===== config.mk =====
export PLATFORM = sky130hd
export DESIGN_NAME = pcie_irq_aggr
export DESIGN_NICKNAME = d
export VERILOG_FILES = /design/src/rtl/irqagg_pkg.sv /design/src/rtl/irqagg_intx_lat.sv /design/src/rtl/irqagg_msi_vec.sv /design/src/rtl/irqagg_enable.sv /design/src/rtl/pcie_irq_aggr.sv
export SDC_FILE = /design/constraint.sdc
export NUM_CORES = 1
export LEC_CHECK = 0
export CAP_MARGIN = 20
export CORE_ASPECT_RATIO = 0.8
export CORE_UTILIZATION = 47
export DETAILED_ROUTE_END_ITERATION = 8
export PLACE_DENSITY = 0.84
export SLEW_MARGIN = 15
export SYNTH_ARGS = -nofsm -noshare
export SYNTH_HDL_FRONTEND = slang
export SYNTH_SLANG_ARGS = --single-unit
export TNS_END_PERCENT = 30

===== constraint.sdc =====
create_clock -name clk -period 3.06 [get_ports clk]
set_input_delay 0.612 -clock clk [delete_from_list [all_inputs] [get_ports clk]]
set_output_delay 0.612 -clock clk [all_outputs]
set_load 0.03 [all_outputs]

===== src/rtl/irqagg_pkg.sv =====
package irqagg_pkg;
  localparam int ADDR_W   = 12;
  localparam int REG_W    = 32;
  localparam int INTX_N   = 4;
  localparam int SRC_N    = INTX_N + 1;
  localparam int INTX_LSB = 24;
  localparam int SUM_BIT  = INTX_LSB + INTX_N;

  localparam logic [ADDR_W-1:0] OFS_ENABLE  = 12'h180;
  localparam logic [ADDR_W-1:0] OFS_PEND    = 12'h184;
  localparam logic [ADDR_W-1:0] OFS_MSIADR  = 12'h190;
  localparam logic [ADDR_W-1:0] OFS_MSIVEC  = 12'h194;

  typedef enum logic [2:0] {
    SEL_NONE,
    SEL_ENABLE,
    SEL_PEND,
    SEL_MSIADR,
    SEL_MSIVEC
  } regsel_e;

  function automatic regsel_e decode_ofs(input logic [ADDR_W-1:0] a);
    case (a)
      OFS_ENABLE: decode_ofs = SEL_ENABLE;
      OFS_PEND:   decode_ofs = SEL_PEND;
      OFS_MSIADR: decode_ofs = SEL_MSIADR;
      OFS_MSIVEC: decode_ofs = SEL_MSIVEC;
      default:    decode_ofs = SEL_NONE;
    endcase
  endfunction
endpackage


===== src/rtl/irqagg_intx_lat.sv =====
module irqagg_intx_lat #(
  parameter int N = 4
) (
  input  logic         clk,
  input  logic         rst_n,
  input  logic [N-1:0] lvl,
  input  logic [N-1:0] clr,
  output logic [N-1:0] pend
);
  for (genvar i = 0; i < N; i++) begin : g_bit
    logic d;
    logic en;
    logic q;

    always_comb begin
      en = lvl[i] | clr[i];
      d  = (q & ~clr[i]) | lvl[i];
    end

    always_ff @(posedge clk or negedge rst_n) begin
      if (!rst_n) begin
        q <= 1'b0;
      end else if (en) begin
        q <= d;
      end
    end

    assign pend[i] = q;
  end
endmodule


===== src/rtl/irqagg_msi_vec.sv =====
module irqagg_msi_vec #(
  parameter int NUM_VEC = 32,
  parameter int DATA_W  = 16
) (
  input  logic               clk,
  input  logic               rst_n,
  input  logic               evt_valid,
  input  logic [DATA_W-1:0]  evt_data,
  input  logic [NUM_VEC-1:0] clr,
  input  logic               sum_clr,
  output logic [NUM_VEC-1:0] vec_pend,
  output logic               sum_pend
);
  localparam int VEC_W = $clog2(NUM_VEC);
  localparam logic [DATA_W-1:0] LIM = DATA_W'(NUM_VEC);

  logic               hit;
  logic [NUM_VEC-1:0] set;
  logic               sum_d;
  logic               sum_en;
  logic               sum_q;

  always_comb begin
    hit = evt_valid && (evt_data < LIM);
    set = hit ? (NUM_VEC'(1) << evt_data[VEC_W-1:0]) : '0;
  end

  for (genvar v = 0; v < NUM_VEC; v++) begin : g_vec
    logic d;
    logic en;
    logic q;

    always_comb begin
      en = set[v] | clr[v];
      d  = (q & ~clr[v]) | set[v];
    end

    always_ff @(posedge clk or negedge rst_n) begin
      if (!rst_n) begin
        q <= 1'b0;
      end else if (en) begin
        q <= d;
      end
    end

    assign vec_pend[v] = q;
  end

  always_comb begin
    sum_en = sum_clr | hit | (|vec_pend);
    sum_d  = (sum_q & ~sum_clr) | hit | (|vec_pend);
  end

  always_ff @(posedge clk or negedge rst_n) begin
    if (!rst_n) begin
      sum_q <= 1'b0;
    end else if (sum_en) begin
      sum_q <= sum_d;
    end
  end

  assign sum_pend = sum_q;
endmodule


===== src/rtl/irqagg_enable.sv =====
module irqagg_enable #(
  parameter int W = 5
) (
  input  logic         clk,
  input  logic         rst_n,
  input  logic         we,
  input  logic [W-1:0] wdata,
  output logic [W-1:0] en_q
);
  logic [W-1:0] d;

  always_comb d = wdata;

  always_ff @(posedge clk or negedge rst_n) begin
    if (!rst_n) begin
      en_q <= '0;
    end else if (we) begin
      en_q <= d;
    end
  end
endmodule


===== src/rtl/pcie_irq_aggr.sv =====
module pcie_irq_aggr
  import irqagg_pkg::*;
#(
  parameter int          NUM_VEC    = 32,
  parameter int          MSI_DATA_W = 16,
  parameter logic [31:0] MSI_TARGET = 32'hFEE0_0000
) (
  input  logic                  clk,
  input  logic                  rst_n,
  input  logic                  reg_wr,
  input  logic                  reg_rd,
  input  logic [ADDR_W-1:0]     reg_addr,
  input  logic [REG_W-1:0]      reg_wdata,
  output logic [REG_W-1:0]      reg_rdata,
  input  logic [INTX_N-1:0]     intx_lvl,
  input  logic                  msi_valid,
  input  logic [MSI_DATA_W-1:0] msi_data,
  output logic                  cpu_irq
);
  // Reset: asserted asynchronously, released on a clock edge.
  logic [1:0] rst_pipe;
  logic       rst_n_int;

  always_ff @(posedge clk or negedge rst_n) begin
    if (!rst_n) begin
      rst_pipe <= 2'b00;
    end else begin
      rst_pipe <= {rst_pipe[0], 1'b1};
    end
  end
  assign rst_n_int = rst_pipe[1];

  // Decode
  regsel_e            sel;
  logic               wr_enable;
  logic               wr_pend;
  logic               wr_msivec;
  logic [INTX_N-1:0]  intx_clr;
  logic               sum_clr;
  logic [NUM_VEC-1:0] vec_clr;

  always_comb begin
    sel       = decode_ofs(reg_addr);
    wr_enable = reg_wr && (sel == SEL_ENABLE);
    wr_pend   = reg_wr && (sel == SEL_PEND);
    wr_msivec = reg_wr && (sel == SEL_MSIVEC);
    intx_clr  = wr_pend ? reg_wdata[SUM_BIT-1:INTX_LSB] : '0;
    sum_clr   = wr_pend & reg_wdata[SUM_BIT];
    vec_clr   = wr_msivec ? reg_wdata[NUM_VEC-1:0] : '0;
  end

  // Sources
  logic [INTX_N-1:0]  intx_pend;
  logic [NUM_VEC-1:0] vec_pend;
  logic               sum_pend;
  logic [SRC_N-1:0]   src;
  logic [SRC_N-1:0]   en_q;

  irqagg_intx_lat #(.N(INTX_N)) u_intx (
    .clk   (clk),
    .rst_n (rst_n_int),
    .lvl   (intx_lvl),
    .clr   (intx_clr),
    .pend  (intx_pend)
  );

  irqagg_msi_vec #(.NUM_VEC(NUM_VEC), .DATA_W(MSI_DATA_W)) u_msi (
    .clk       (clk),
    .rst_n     (rst_n_int),
    .evt_valid (msi_valid),
    .evt_data  (msi_data),
    .clr       (vec_clr),
    .sum_clr   (sum_clr),
    .vec_pend  (vec_pend),
    .sum_pend  (sum_pend)
  );

  irqagg_enable #(.W(SRC_N)) u_en (
    .clk   (clk),
    .rst_n (rst_n_int),
    .we    (wr_enable),
    .wdata (reg_wdata[SUM_BIT:INTX_LSB]),
    .en_q  (en_q)
  );

  assign src = {sum_pend, intx_pend};

  // Read path
  logic [REG_W-1:0] rdata_d;
  logic [REG_W-1:0] rdata_q;

  always_comb begin
    case (sel)
      SEL_ENABLE: rdata_d = REG_W'(en_q) << INTX_LSB;
      SEL_PEND:   rdata_d = REG_W'(src) << INTX_LSB;
      SEL_MSIADR: rdata_d = MSI_TARGET;
      SEL_MSIVEC: rdata_d = REG_W'(vec_pend);
      default:    rdata_d = '0;
    endcase
  end

  always_ff @(posedge clk or negedge rst_n_int) begin
    if (!rst_n_int) begin
      rdata_q <= '0;
    end else if (reg_rd) begin
      rdata_q <= rdata_d;
    end
  end
  assign reg_rdata = rdata_q;

  // CPU line
  logic irq_d;
  logic irq_q;

  always_comb irq_d = |(src & en_q);

  always_ff @(posedge clk or negedge rst_n_int) begin
    if (!rst_n_int) begin
      irq_q <= 1'b0;
    end else begin
      irq_q <= irq_d;
    end
  end
  assign cpu_irq = irq_q;
endmodule


**Yosys cells after proc, flatten, opt, wreduce, memory -nomap -nowiden**

Index checks and enable logic that the tools add are counted.

- Bits in registers: 77
- Bits in latches: 0
- Bits in writable memories: 0
- Memory bits (read-only): 0
- Input port bits: 69
- Output and inout port bits: 33
- Word-level logic and storage cells: 214
- Memories kept: 0

- Add/subtract/negate cells: 0
- $mul: 0
- Divide/modulo/power cells: 0
- Order comparisons: 1
- Eq/ne operators: 8
- Shift operators: 1
- Multiplexer cells: 5
- Bitwise logic cells: 152
- Reductions and logical operators: 6

Operators with widths:

| cell | number |
|---|---|
| case mux 32 bit (4 select lines) | 1 |
| OR 1 bit | 76 |
| two-way mux 32 bit | 2 |
| equality test 12 x 9 -> 1 bit, second input constant | 4 |
| bitwise AND 1 bit | 38 |
| inverter 1 bit | 37 |
| OR reduction 32 bit | 1 |
| left shift 1 x 5 -> 32 bit, first input constant | 1 |
| less-than comparator 16 x 6 -> 1 bit, second input constant | 1 |
| case mux 3 bit (4 select lines) | 1 |
| equality test 3 x 2 -> 1 bit, second input constant | 2 |
| bitwise AND 5 bit | 1 |
| OR reduction 5 bit | 1 |
| logical AND 1 bit | 4 |
| two-way mux 4 bit | 1 |
| equality test 3 x 1 -> 1 bit, second input constant | 1 |
| equality test 3 bit, second input constant | 1 |

**Depth between registers and ports, before layout**

Gate-level depths: netlist (run 1).

- Depth after elaboration: 9
- Depth in mapped cells: 6
- Mapped depth without buffers: 4

**Cells and area by module**

From an unflattened synthesis (run 1), not the netlist that was laid out.

- Cell total of the unflattened synthesis: 386
- Area total of the unflattened synthesis: 4001.3 um2

By module, submodules not included:

| module | times used | cells each | area an instance (um2) | seq. area each (um2) |
|---|---|---|---|---|
| pcie_irq_aggr | 1 | 191 | 1939.4 | 875.8 |
| irqagg_msi_vec | 1 | 169 | 1705.4 | 825.8 |
| irqagg_enable | 1 | 10 | 181.4 | 125.1 |
| irqagg_intx_lat | 1 | 16 | 175.2 | 100.1 |

**Worst setup path before layout (run 1)**

OpenSTA, ideal clock, no wires.

- Kind: input to register
- Start: in reg_addr[9]
- End: reg u_en.en_q[0]
- Setup time: 0.125 ns
- Data arrival time: 2.587 ns
- Data required time: 2.935 ns
- Setup slack: 0.348 ns
- Cell stages on the path: 6
- Buffers on the path: 2
- Cell sequence: or4b_4 or3_1 buf_2 or4b_4 buf_6 mux2_4

- Word-level cells in the longest chain between the ends: 4
- Elaborated cells between the ends (all ways): 7
- Those cells by class: eq/ne: 5; mux: 1; reduce/logical: 1

RTL lines:

| element | RTL line | RTL |
|---|---|---|
| from (decl) | pcie_irq_aggr.sv:12 | `input logic [ADDR_W-1:0] reg_addr,` |
| equality test 12 x 9 -> 1 bit | irqagg_pkg.sv:23 | `case (a)` |
| case mux 3 bit (4 select lines) (*) | irqagg_pkg.sv:23 |  |
| equality test 3 x 1 -> 1 bit (*) | pcie_irq_aggr.sv:44 | `wr_enable = reg_wr && (sel == SEL_ENABLE);` |
| logical AND 1 bit (*) | pcie_irq_aggr.sv:44 |  |
| to (signal assigned) | irqagg_enable.sv:16 | `en_q <= '0;` |
| to (signal assigned) | irqagg_enable.sv:18 | `en_q <= d;` |
| to (decl) | irqagg_enable.sv:8 | `output logic [W-1:0] en_q` |

Mark *: on every way between the ends. The rest lies on a longest branch, timed or not.
A chain may end at the register's enable or synchronous reset.

**Worst setup path in the final report (run 1)**

- Start: in reg_addr[9]
- End: reg u_en.en_q[2]

Same word-level chain as after synthesis.

==> results.rst, run 1 <==
.. list-table::
   :header-rows: 1

   * - Metric
     - Value
   * - Classification of the worst setup path
     - input pin to flip-flop
   * - Minimum clock period
     - 2650 ps
   * - Number of distinct standard cells referenced by the synthesized netlist
     - 35
   * - Final estimated routing congestion in global placement
     - 0.876
   * - Placeable core area
     - 0.00660 mm²
   * - Share of synthesized area occupied by flip-flops and latches
     - 0.581
   * - Number of enable-type register cells in the synthesized netlist
     - 0
   * - Routed length per instance
     - 18.0 µm
   * - Leakage component of the power
     - 2.03 nW
   * - Run status
     - finished, final reports clean
   * - Clock-pin transition on the worst setup and hold timing paths
     - 70 ps
   * - Ratio of final minimum period to clock period
     - 0.867
   * - Number of cell rows
     - 26
   * - Detailed Route Iter0 Violations
     - 250
   * - Pre-Repair DR Iteration Count
     - 5
   * - Fraction of final layout cells sized beyond drive strength 1
     - 0.110
   * - Signed area change from the synthesized netlist to the final layout
     - 41.3%
   * - Slew HR
     - 0.384
   * - Finished Core Util
     - 0.710
   * - Starting Density
     - 0.502
   * - Number of antenna violations at the first check in global routing
     - 0
   * - Number of setup violations in the final report
     - 0
   * - CP startpoint kind
     - input pin
   * - Post-CTS resize count
     - 0
   * - Post-layout power
     - 1.98 mW
   * - Post-Synthesis Cell Area
     - 0.00332 mm²
   * - Routed WL
     - 8.73 mm
   * - Clock tree from TritonCTS
     - built
   * - Overall track demand over capacity in global routing
     - 0.258
   * - Fraction of synthesis flops using an asynchronous set or reset pin
     - 1.00
   * - Max capacitance violation total
     - 0
   * - # diodes
     - 0
   * - Post-Layout Inst Area
     - 0.00469 mm²
   * - Per-cell via count in the routed design
     - 5.84
   * - IO Count
     - 102
   * - Arrival time worst endpoint
     - 2900 ps
   * - Die Span Y
     - 77.1 µm
   * - Top_reg_cell synth
     - sky130_fd_sc_hd__dfrtp_1
   * - Cell chosen for the clock root
     - sky130_fd_sc_hd__clkbuf_8
   * - Total half-perimeter wirelength after legalization and detailed placement
     - 6.51 mm
   * - Global-route wire length before repair
     - 14.3 mm
   * - Number of levels in the clock H-tree
     - 3
   * - # Post-CTS Setup Buffers
     - 0
   * - Kind of path behind the tightest hold check
     - flip-flop to flip-flop
   * - Cell area reported after detailed placement
     - 0.00449 mm²
   * - Mean Syn Cell Area
     - 11.6 µm²
   * - Critical path peak fanout
     - 5
   * - Setup TNS Final
     - 0 ps
   * - Count of port buffers added during placement
     - 101
   * - Worst Tran Pin Value
     - 924 ps
   * - Skew-Pair Late Insertion Delay
     - 360 ps
   * - Total congestion overflow after global routing
     - 0
   * - Overall via count from detail_route
     - 2831
   * - Via count of the first global-routing pass
     - 2834
   * - Gate count after technology mapping
     - 287
   * - Die outline area
     - 0.00740 mm²
   * - WP data required
     - 3310 ps
   * - Number of buffers added by the clock tree synthesis step
     - 9
   * - Worst Clk Skew
     - 4.05 ps
   * - # DRC
     - 0
   * - Max Clock Freq
     - 377 MHz
   * - Kind of end point of the critical path
     - flip-flop
   * - Power per standard cell area
     - 423 mW/mm²
   * - Final setup margin
     - 408 ps
   * - Pre-CTS WS
     - 31.5 ps
   * - Count of nets left with antenna violations after detail routing
     - 0
   * - Pin count of the biggest net entering global routing
     - 76
   * - Synth warnings
     - 0
   * - Die span in x
     - 95.9 µm
   * - CTS Hold Bufs
     - 0
   * - Num Clock Sinks
     - 77
   * - Setup repair after global routing missed its margin
     - false
   * - Number of hold violations in the final report
     - 0
   * - Maximum buffer depth of the clock tree
     - 2
   * - Worst-case vdd ir drop
     - 0.241 mV
   * - Syn Nets
     - 356
   * - Number of nets in the finished design
     - 465
   * - Flops & latches, synth
     - 77
   * - Pins Over Slew Limit
     - 0
-- final cells by class --
class	count	area, µm²
Clock buffer	10	138
Fill cell	473	1920
Clock inverter	6	61.3
Timing Repair Buffer	111	1110
Inverter	8	30.0
Sequential cell	77	1930
Tap cell	84	105
Multi-Input combinational cell	189	1310
-- final timing paths --
path	end	startpoint	depth (start not counted)	slack (ps)
worst max-delay path	u_en.en_q[2]	reg_addr[9]	5	410
worst min-delay path	rst_pipe[1]	rst_pipe[0]	0	350
worst max register to register	u_msi.sum_pend	u_msi.g_vec[5].q	3	1590
worst min register to register	rst_pipe[1]	rst_pipe[0]	0	350
max in group asynchronous	reg_rdata[19]	rst_pipe[1]	1	1980
min in group asynchronous	rst_pipe[1]	rst_n	1	410
-- layout by cell type (no fill, tap or decap), types with 8 or more instances in the layout --
cell type | Yosys | layout
sky130_fd_sc_hd__dfrtp_1 | 77 | 76
sky130_fd_sc_hd__a22o_1 | 47 | 47
sky130_fd_sc_hd__nand2_1 | 42 | 42
sky130_fd_sc_hd__clkdlybuf4s50_1 | 0 | 101
sky130_fd_sc_hd__nor4_1 | 12 | 11
sky130_fd_sc_hd__clkbuf_8 | 0 | 10
sky130_fd_sc_hd__o2bb2ai_1 | 12 | 12
sky130_fd_sc_hd__a21o_1 | 8 | 8
sky130_fd_sc_hd__buf_4 | 0 | 8
-- cell usage after synthesis, types with 4 or more instances --
cell type | n | share of area
sky130_fd_sc_hd__a21o_1 | 8 | 0.018
sky130_fd_sc_hd__a21oi_1 | 6 | 0.0091
sky130_fd_sc_hd__a22o_1 | 47 | 0.12
sky130_fd_sc_hd__and3_1 | 4 | 0.0075
sky130_fd_sc_hd__clkbuf_1 | 11 | 0.012
sky130_fd_sc_hd__dfrtp_1 | 77 | 0.58
sky130_fd_sc_hd__inv_1 | 7 | 0.0079
sky130_fd_sc_hd__mux2_2 | 4 | 0.014
sky130_fd_sc_hd__mux2_4 | 5 | 0.023
sky130_fd_sc_hd__nand2_1 | 42 | 0.048
sky130_fd_sc_hd__nand2b_1 | 4 | 0.0075
sky130_fd_sc_hd__nand3_1 | 5 | 0.0075
sky130_fd_sc_hd__nor2b_1 | 4 | 0.0075
sky130_fd_sc_hd__nor3_1 | 8 | 0.012
sky130_fd_sc_hd__nor4_1 | 12 | 0.023
sky130_fd_sc_hd__o22ai_1 | 4 | 0.0075
sky130_fd_sc_hd__o2bb2ai_1 | 12 | 0.032
-- sequential cells by signal, indices dropped and copies added (netlist names) --
name	cells
u_intx.g_bit.q	4
reg_rdata	32
rst_pipe	2
u_msi.sum_pend	1
u_en.en_q	5
cpu_irq	1
u_msi.g_vec.q	32
-- metal layers --
metal | routed length, µm | track usage | vias up | share of wire
li1 | - | - | 1291 | -
met1 | 3830 | 0.366 | 1397 | 0.44
met2 | 4080 | 0.384 | 130 | 0.47
met3 | 727 | 0.0764 | 13 | 0.083
met4 | 100 | 0.0746 | 0 | 0.011
met5 | 0 | 0 | - | 0
-- power by group --
group	switching, mW	internal (mW)	total, mW
logic	0.0753	0.102	0.178
registers	0.00562	1.02	1.03
clock network	0.378	0.397	0.775
total	0.459	1.52	1.98
-- worst max-delay path, cell delays in order --
cell and delay, ps:
sky130_fd_sc_hd__clkdlybuf4s50_1 410, sky130_fd_sc_hd__or4b_4 540, sky130_fd_sc_hd__or3_1 420, sky130_fd_sc_hd__or4b_4 600, sky130_fd_sc_hd__mux2_4 320
-- per-stage QoR --
step | hold slack (ps) | instances
3_5_place_dp | 335 | 469
2_1_floorplan | 316 | 287
5_1_grt | 364 | 485
4_1_cts | 353 | 485
3_3_place_gp | 339 | 469
6_report | 350 | 485
-- cell families (layout without fill, tap and decap cells) --
group / Yosys count / in the layout / synth area share
DFF: 77 / 77 / 0.581
muxes: 10 / 10 / 0.0392
and+or+nand+nor: 96 / 96 / 0.150
AOI/OAI and AO/OA: 82 / 82 / 0.202
other: 1 / 1 / 0.00113
buffers and inverters: 21 / 135 / 0.0264
Note: power is estimated with default switching activity, not from simulation.
==> run 2: changes to the inputs <==
--- a/config.mk
+++ b/config.mk
@@ -5,11 +5,13 @@
 export SDC_FILE = /design/constraint.sdc
 export NUM_CORES = 1
 export LEC_CHECK = 0
+export ABC_AREA = 1
 export CAP_MARGIN = 20
 export CORE_ASPECT_RATIO = 0.8
-export CORE_UTILIZATION = 47
+export CORE_UTILIZATION = 50
 export DETAILED_ROUTE_END_ITERATION = 8
-export PLACE_DENSITY = 0.84
+export HOLD_SLACK_MARGIN = 0.15
+export PLACE_DENSITY = 0.85
 export SLEW_MARGIN = 15
 export SYNTH_ARGS = -nofsm -noshare
 export SYNTH_HDL_FRONTEND = slang
==> run 2 against run 1 <==
First-iteration DRC count up 23%. Critical path depth grew 4. Via count up 34%. Sequential share of layout area down 5.5 points. Wire length rose by 21%.
==> results.rst, run 2 <==
.. list-table::
   :header-rows: 1

   * - Metric
     - Value
   * - Post-Synthesis Cell Area
     - 0.00417 mm² (+26%)
   * - Final estimated routing congestion in global placement
     - 0.887 (+1.2%)
   * - Worst Tran Pin Value
     - 946 ps (+22.1 ps)
   * - CP Cell Sequence
     - clkdlybuf4s50_1 > inv_1 > nor2_2 > nand2_4 > nor2_8 > nand3_4 > buf_4 > o21ai_0 > o21ai_0
   * - Post-Layout Cell Count
     - 715 (+47%)
   * - Syn Nets
     - 572 (+61%)
   * - Maximum buffer depth of the clock tree
     - 2 (unchanged)
   * - Number of setup violations in the final report
     - 0 (unchanged)
   * - Setup repair after global routing missed its margin
     - false
   * - Ratio of final minimum period to clock period
     - 0.670 (-0.197)
   * - Share of synthesized area occupied by flip-flops and latches
     - 0.463 (-0.119)
   * - Classification of the worst setup path
     - input pin to flip-flop
   * - Fraction of synthesis flops using an asynchronous set or reset pin
     - 1.00 (unchanged)
   * - Post-Layout Inst Area
     - 0.00541 mm² (+15%)
   * - Die span in x
     - 104 µm (+8.5%)
   * - Critical path peak fanout
     - 32 (+27)
   * - Run status
     - finished, final reports clean
   * - Pin count of the biggest net entering global routing
     - 76 (unchanged)
   * - Top_reg_cell synth
     - sky130_fd_sc_hd__dfrtp_1
   * - Overall track demand over capacity in global routing
     - 0.255 (-0.00391)
   * - Count of port buffers added during placement
     - 101 (unchanged)
   * - Top library cells by usage in the layout, fill and taps aside
     - 107 x sky130_fd_sc_hd__nand2_1, 101 x sky130_fd_sc_hd__clkdlybuf4s50_1, 86 x sky130_fd_sc_hd__inv_1, 76 x sky130_fd_sc_hd__dfrtp_1, 51 x sky130_fd_sc_hd__nand3_1
   * - Finished Core Util
     - 0.675 (-0.0347)
   * - Top-area cell type share of the netlist area
     - 0.463 (-0.119)
   * - CP startpoint kind
     - input pin
   * - Logic depth of the worst register-to-register path
     - 4 (+1)
   * - Pre-Repair DR Iteration Count
     - 5 (unchanged)
   * - Number of instances on the worst hold path
     - 0 (unchanged)
   * - Leading cell type in the layout, fill and taps excluded
     - sky130_fd_sc_hd__nand2_1
   * - Routed length per instance
     - 14.8 µm (-18%)
   * - Leading cell type by number of instances after synthesis
     - sky130_fd_sc_hd__nand2_1
   * - Worst Clk Skew
     - 12.4 ps (+8.40 ps)
   * - Slew HR
     - 0.369 (-0.0148)
   * - Placeable core area
     - 0.00802 mm² (+21%)
   * - Launch instance of the worst min-delay path
     - rst_pipe[0]
   * - Total half-perimeter wirelength after legalization and detailed placement
     - 8.02 mm (+23%)
   * - Top cells by instance count after synthesis
     - 107 x sky130_fd_sc_hd__nand2_1, 86 x sky130_fd_sc_hd__inv_1, 77 x sky130_fd_sc_hd__dfrtp_1
   * - Signed area change from the synthesized netlist to the final layout
     - 29.9%
   * - Detailed Route Iter0 Violations
     - 307 (+23%)
   * - Number of buffers added by the clock tree synthesis step
     - 9 (unchanged)
   * - IO Count
     - 102 (unchanged)
   * - Most numerous cell on the critical path
     - sky130_fd_sc_hd__o21ai_0
   * - Post-layout power
     - 1.91 mW (-3.7%)
   * - Largest incremental delay on the critical path
     - 470 ps (-130 ps)
   * - WP data required
     - 3270 ps (-40 ps)
   * - # diodes
     - 0 (unchanged)
   * - Slowest CP cell
     - sky130_fd_sc_hd__clkdlybuf4s50_1
   * - Setup TNS Final
     - 0 ps (unchanged)
   * - Kind of path behind the tightest hold check
     - flip-flop to flip-flop
   * - Synth top area cells
     - sky130_fd_sc_hd__dfrtp_1 46%, sky130_fd_sc_hd__nand2_1 9.6%, sky130_fd_sc_hd__inv_1 7.8%, sky130_fd_sc_hd__o21ai_2 6.5%, sky130_fd_sc_hd__nand3_1 6.1%
   * - Arrival time worst endpoint
     - 2260 ps (-640 ps)
   * - Die Span Y
     - 83.6 µm (+8.4%)
   * - Per-cell via count in the routed design
     - 5.30 (-9.2%)
   * - Num Clock Sinks
     - 77 (unchanged)
   * - Via count of the first global-routing pass
     - 3559 (+26%)
   * - Kind of end point of the critical path
     - flip-flop
   * - Synth warnings
     - 0 (unchanged)
   * - Max Clock Freq
     - 488 MHz (+29%)
   * - Worst-case vdd ir drop
     - 0.243 mV (+1.0%)
   * - Clock-pin transition on the worst setup and hold timing paths
     - 70 ps (about the same)
   * - Overall via count from detail_route
     - 3789 (+34%)
   * - Mean Syn Cell Area
     - 8.28 µm² (-28%)
   * - Die outline area
     - 0.00870 mm² (+18%)
   * - Post-CTS resize count
     - 0 (unchanged)
   * - Skew-Pair Late Insertion Delay
     - 350 ps (about the same)
   * - Reg-to-Reg Start
     - u_msi.g_vec[6].q
   * - Global-route wire length before repair
     - 17.4 mm (+22%)
   * - Minimum clock period
     - 2050 ps (-603 ps)
   * - Capturing point of the worst reg2reg path
     - u_msi.sum_pend
   * - Number of levels in the clock H-tree
     - 3 (unchanged)
   * - Number of enable-type register cells in the synthesized netlist
     - 0 (unchanged)
   * - Flops & latches, synth
     - 77 (unchanged)
   * - Synth area leader
     - sky130_fd_sc_hd__dfrtp_1
   * - Number of cells after detailed placement
     - 699 (+49%)
   * - Number of nets in the finished design
     - 671 (+44%)
   * - Worst reg-to-reg setup slack
     - 1760 ps (+170 ps)
   * - Max capacitance violation total
     - 0 (unchanged)
   * - Number of antenna violations at the first check in global routing
     - 0 (unchanged)
   * - Terminating pin of the worst hold path
     - rst_pipe[1]
   * - Count of nets left with antenna violations after detail routing
     - 0 (unchanged)
   * - # DRC
     - 0 (unchanged)
   * - Starting Density
     - 0.519 (+0.0173)
   * - Number of cell rows
     - 29 (+12%)
   * - Total congestion overflow after global routing
     - 0 (unchanged)
   * - Gate count after technology mapping
     - 503 (+75%)
   * - CTS Hold Bufs
     - 0 (unchanged)
   * - Cell chosen for the clock root
     - sky130_fd_sc_hd__clkbuf_8
   * - Fraction of final layout cells sized beyond drive strength 1
     - 0.145 (+0.0352)
   * - Power per standard cell area
     - 353 mW/mm² (-17%)
   * - Cell area reported after detailed placement
     - 0.00524 mm² (+17%)
   * - Number of hold violations in the final report
     - 0 (unchanged)
   * - Clock tree from TritonCTS
     - built
   * - # Post-CTS Setup Buffers
     - 0 (unchanged)
   * - Leakage component of the power
     - 2.47 nW (+22%)
   * - Routed WL
     - 10.6 mm (+21%)
   * - Number of distinct standard cells referenced by the synthesized netlist
     - 33 (-5.7%)
   * - Pins Over Slew Limit
     - 0 (unchanged)
## run 2: cell types whose count changed in the layout (fill, tap and decap cells not counted), sizes merged, moves of 30 or more
cell / previous run / this run
a22o: 47 / 0
inv: 9 / 90
nand2: 42 / 111
nand3: 5 / 55
nor2: 2 / 32
o21ai: 2 / 76
## run 2: critical path, delay by kind of cell
kind,cells,cell delay [ps]
AO/OA/AOI/OAI,2,320
AND/OR/NAND/NOR,4,510
buffers and inverters,3,820
## run 2: report_power, final
group	leakage, nW	total, mW	internal (mW)	switching, mW
sequential	1.01	1.02	1.02	0.00128
clock	0.0922	0.685	0.314	0.372
combinational	1.37	0.204	0.0951	0.109
## run 2: how the worst max path moves through the flow
stage                                  end  depth (start not counted)  slack (ps)   startpoint
after floorplan                    cpu_irq                          0         760  rst_pipe[1]
after global placement    u_msi.g_vec[0].q                          9         750  reg_addr[8]
after detailed placement  u_msi.g_vec[1].q                          9         660  reg_addr[8]
after CTS                 u_msi.g_vec[1].q                          9        1010  reg_addr[8]
after global routing      u_msi.g_vec[0].q                          9         940  reg_addr[8]
final                     u_msi.g_vec[1].q                          9        1010  reg_addr[8]
## run 2: area by class of cell
type | count | area [µm²]
Sequential cell | 77 | 1930
Tap cell | 108 | 135
Clock inverter | 6 | 36.3
Fill cell | 655 | 2610
Inverter | 89 | 334
Timing Repair Buffer | 106 | 1050
Multi-Input combinational cell | 319 | 1790
Clock buffer | 10 | 138
## run 2: cells by family (layout without fill, tap and decap cells)
group	count (synthesis)	count (layout)	share of synthesized area
simple gates	223	223	0.263
buf+inv	107	211	0.107
compound gates	95	95	0.166
flops	77	77	0.463
other cells	1	1	0.000900
## run 2: stage by stage
stage | hold slack (ps) | setup slack, ps
floorplan | 316 | 757
global placement | 339 | 749
detailed placement | 357 | 657
CTS | 375 | 1010
global route | 390 | 944
finish | 372 | 1010
## run 2: layer usage
layer,vias up,GRT usage,routed length [µm],part of all wire
met5,-,0,0,0
met1,1764,0.358,4730,0.45
li1,1823,-,-,-
met4,0,0.0662,143,0.014
met2,188,0.396,4870,0.46
met3,14,0.0617,803,0.076
==> run 3: changes to the inputs <==
==> constraint.sdc (replaced) <==
create_clock -name clk -period 2.1 [get_ports clk]
set_input_delay 0.42 -clock clk [delete_from_list [all_inputs] [get_ports clk]]
set_output_delay 0.42 -clock clk [all_outputs]
set_load 0.03 [all_outputs]
==> run 3 against run 2 <==
Worst hold slack worse by 150 ps. Clock skew down 6.3 ps. First-iteration DRC count up 14%. Largest power group unchanged. Final cell count up 1.3%. Clock-buffer cell count unchanged. Final area up 2.8%. Sequential power up 46%. Sequential share of layout area down 0.95 points.
==> results.rst, run 3 (synthesized netlist as in run 2, its figures left out) <==
.. list-table::
   :header-rows: 1

   * - Metric
     - Value
   * - Run status
     - finished, final reports clean
   * - Critical path peak fanout
     - 2 (-94%)
   * - Slew HR
     - 0.464 (+0.0947)
   * - Ratio of final minimum period to clock period
     - 0.881
   * - Leakage component of the power
     - 2.55 nW (+2.9%)
   * - Worst reg-to-reg setup slack
     - 720 ps (-1040 ps)
   * - Number of nets in the finished design
     - 680 (+1.3%)
   * - Final estimated routing congestion in global placement
     - 0.906 (+2.1%)
   * - Max Clock Freq
     - 541 MHz
   * - Placeable core area
     - 0.00802 mm² (unchanged)
   * - CTS Hold Bufs
     - 0 (unchanged)
   * - Post-CTS resize count
     - 0 (unchanged)
   * - Worst Clk Skew
     - 6.11 ps (-6.33 ps)
   * - Die outline area
     - 0.00870 mm² (unchanged)
   * - Number of antenna violations at the first check in global routing
     - 0 (unchanged)
   * - Number of levels in the clock H-tree
     - 3 (unchanged)
   * - Pins Over Slew Limit
     - 0 (unchanged)
   * - Post-Layout Cell Count
     - 724 (+1.3%)
   * - Routed length per instance
     - 15.1 µm (+2.0%)
   * - Skew-Pair Late Insertion Delay
     - 350 ps (about the same)
   * - Arrival time worst endpoint
     - 1430 ps (-830 ps)
   * - Capturing point of the worst reg2reg path
     - u_msi.sum_pend
   * - Buf+Inv Stages, Crit Path
     - 1 (-2)
   * - Kind of end point of the critical path
     - output port
   * - Routed WL
     - 10.9 mm (+3.3%)
   * - Number of cells after detailed placement
     - 708 (+1.3%)
   * - CP Cell Sequence
     - clkdlybuf4s50_1
   * - Overall track demand over capacity in global routing
     - 0.266 (+0.0115)
   * - Count of port buffers added during placement
     - 101 (unchanged)
   * - Per-cell via count in the routed design
     - 5.37 (+1.4%)
   * - Die span in x
     - 104 µm (unchanged)
   * - Max capacitance violation total
     - 0 (unchanged)
   * - Setup TNS Final
     - 0 ps (unchanged)
   * - Classification of the worst setup path
     - flip-flop to output port
   * - Clock-pin transition on the worst setup and hold timing paths
     - 80 ps (about the same)
   * - Final setup margin
     - 250 ps (-760 ps)
   * - Critical Path Source
     - reg_rdata[15]
   * - Logic depth of the worst register-to-register path
     - 6 (+2)
   * - IO Count
     - 102 (unchanged)
   * - Total congestion overflow after global routing
     - 0 (unchanged)
   * - Number of setup violations in the final report
     - 0 (unchanged)
   * - Maximum buffer depth of the clock tree
     - 2 (unchanged)
   * - Total half-perimeter wirelength after legalization and detailed placement
     - 8.24 mm (+2.8%)
   * - Number of cell rows
     - 29 (unchanged)
   * - Worst Tran Pin Value
     - 803 ps (-143 ps)
   * - Num Clock Sinks
     - 77 (unchanged)
   * - Via count of the first global-routing pass
     - 3871 (+8.8%)
   * - Global-route wire length before repair
     - 18.2 mm (+4.9%)
   * - Die Span Y
     - 83.6 µm (unchanged)
   * - Top library cells by usage in the layout, fill and taps aside
     - 107 x sky130_fd_sc_hd__nand2_1, 101 x sky130_fd_sc_hd__clkdlybuf4s50_1, 86 x sky130_fd_sc_hd__inv_1, 76 x sky130_fd_sc_hd__dfrtp_1, 51 x sky130_fd_sc_hd__nand3_1
   * - Starting Density
     - 0.519 (unchanged)
   * - Detailed Route Iter0 Violations
     - 351 (+14%)
   * - # diodes
     - 0 (unchanged)
   * - Number of buffers added by the clock tree synthesis step
     - 9 (unchanged)
   * - Post-layout power
     - 3.08 mW (+61%)
   * - # DRC
     - 0 (unchanged)
   * - Pre-CTS WS
     - 49.1 ps (-608 ps)
   * - Largest incremental delay on the critical path
     - 680 ps (+210 ps)
   * - Minimum clock period
     - 1850 ps
   * - Leading cell type in the layout, fill and taps excluded
     - sky130_fd_sc_hd__nand2_1
   * - CP startpoint kind
     - flip-flop
   * - Clock tree from TritonCTS
     - built
   * - Reg-to-Reg Start
     - u_msi.g_vec[2].q
   * - Pre-Repair DR Iteration Count
     - 5 (unchanged)
   * - Worst-case vdd ir drop
     - 0.375 mV (+54%)
   * - WP data required
     - 1680 ps (-1590 ps)
   * - Pin count of the biggest net entering global routing
     - 76 (unchanged)
   * - Power per standard cell area
     - 553 mW/mm² (+57%)
   * - # Post-CTS Setup Buffers
     - 0 (unchanged)
   * - Signed area change from the synthesized netlist to the final layout
     - 33.5%
   * - Slowest CP cell
     - sky130_fd_sc_hd__clkdlybuf4s50_1
   * - Number of hold violations in the final report
     - 0 (unchanged)
   * - Count of nets left with antenna violations after detail routing
     - 0 (unchanged)
   * - Kind of path behind the tightest hold check
     - input pin to asynchronous set/reset pin
   * - Finished Core Util
     - 0.693 (+0.0186)
   * - Fraction of final layout cells sized beyond drive strength 1
     - 0.157 (+0.0125)
   * - Cell class contributing the biggest share of worst-path delay
     - buffers and inverters
   * - Setup repair after global routing missed its margin
     - false
   * - Overall via count from detail_route
     - 3889 (+2.6%)
   * - Cell chosen for the clock root
     - sky130_fd_sc_hd__clkbuf_8
   * - Count of filler cells inserted in the layout
     - 620 (-5.3%)
-- run 3: per-stage QoR --
stage                     cell area [µm²]  hold WS [ps]
final                                5560           223
after global routing                 5560           203
after CTS                            5560           215
after detailed placement             5330           307
after global placement               5330           302
after floorplan                      4170           124
-- run 3: metal layers --
| layer | global-route usage | wire [µm] | vias up |
|---|---|---|---|
| li1 | - | - | 1835 |
| met1 | 0.354 | 4680 | 1826 |
| met4 | 0.0987 | 231 | 0 |
| met2 | 0.421 | 5090 | 199 |
| met3 | 0.0671 | 903 | 29 |
| met5 | 0 | 0 | - |
-- run 3: final cells by class --
| type | instances | area [µm²] | area share |
|---|---|---|---|
| inverters | 89 | 334 | 0.0601 |
| clock buffers | 10 | 138 | 0.0248 |
| well taps | 108 | 135 | 0.0243 |
| clock inverters | 6 | 92.6 | 0.0167 |
| multi-input cells | 319 | 1790 | 0.322 |
| flip-flops and latches | 77 | 1930 | 0.347 |
| repair buffers | 115 | 1140 | 0.205 |
-- run 3: power by group --
part / internal [mW] / switching, mW / total, mW
Clock: 0.710 / 0.572 / 1.28
Combinational: 0.147 / 0.162 / 0.309
Sequential: 1.48 / 0.00233 / 1.49
Total: 2.34 / 0.736 / 3.08
-- run 3: worst max path at each step --
stage | slack [ps] | endpoint | depth (start not counted)
3_3_place_gp | 120 | u_intx.g_bit[2].q | 7
5_1_grt | 220 | reg_rdata[29] | 1
4_1_cts | 250 | reg_rdata[15] | 1
2_1_floorplan | 720 | u_msi.g_vec[10].q | 8
6_report | 250 | reg_rdata[15] | 1
3_5_place_dp | 50 | u_msi.g_vec[11].q | 5
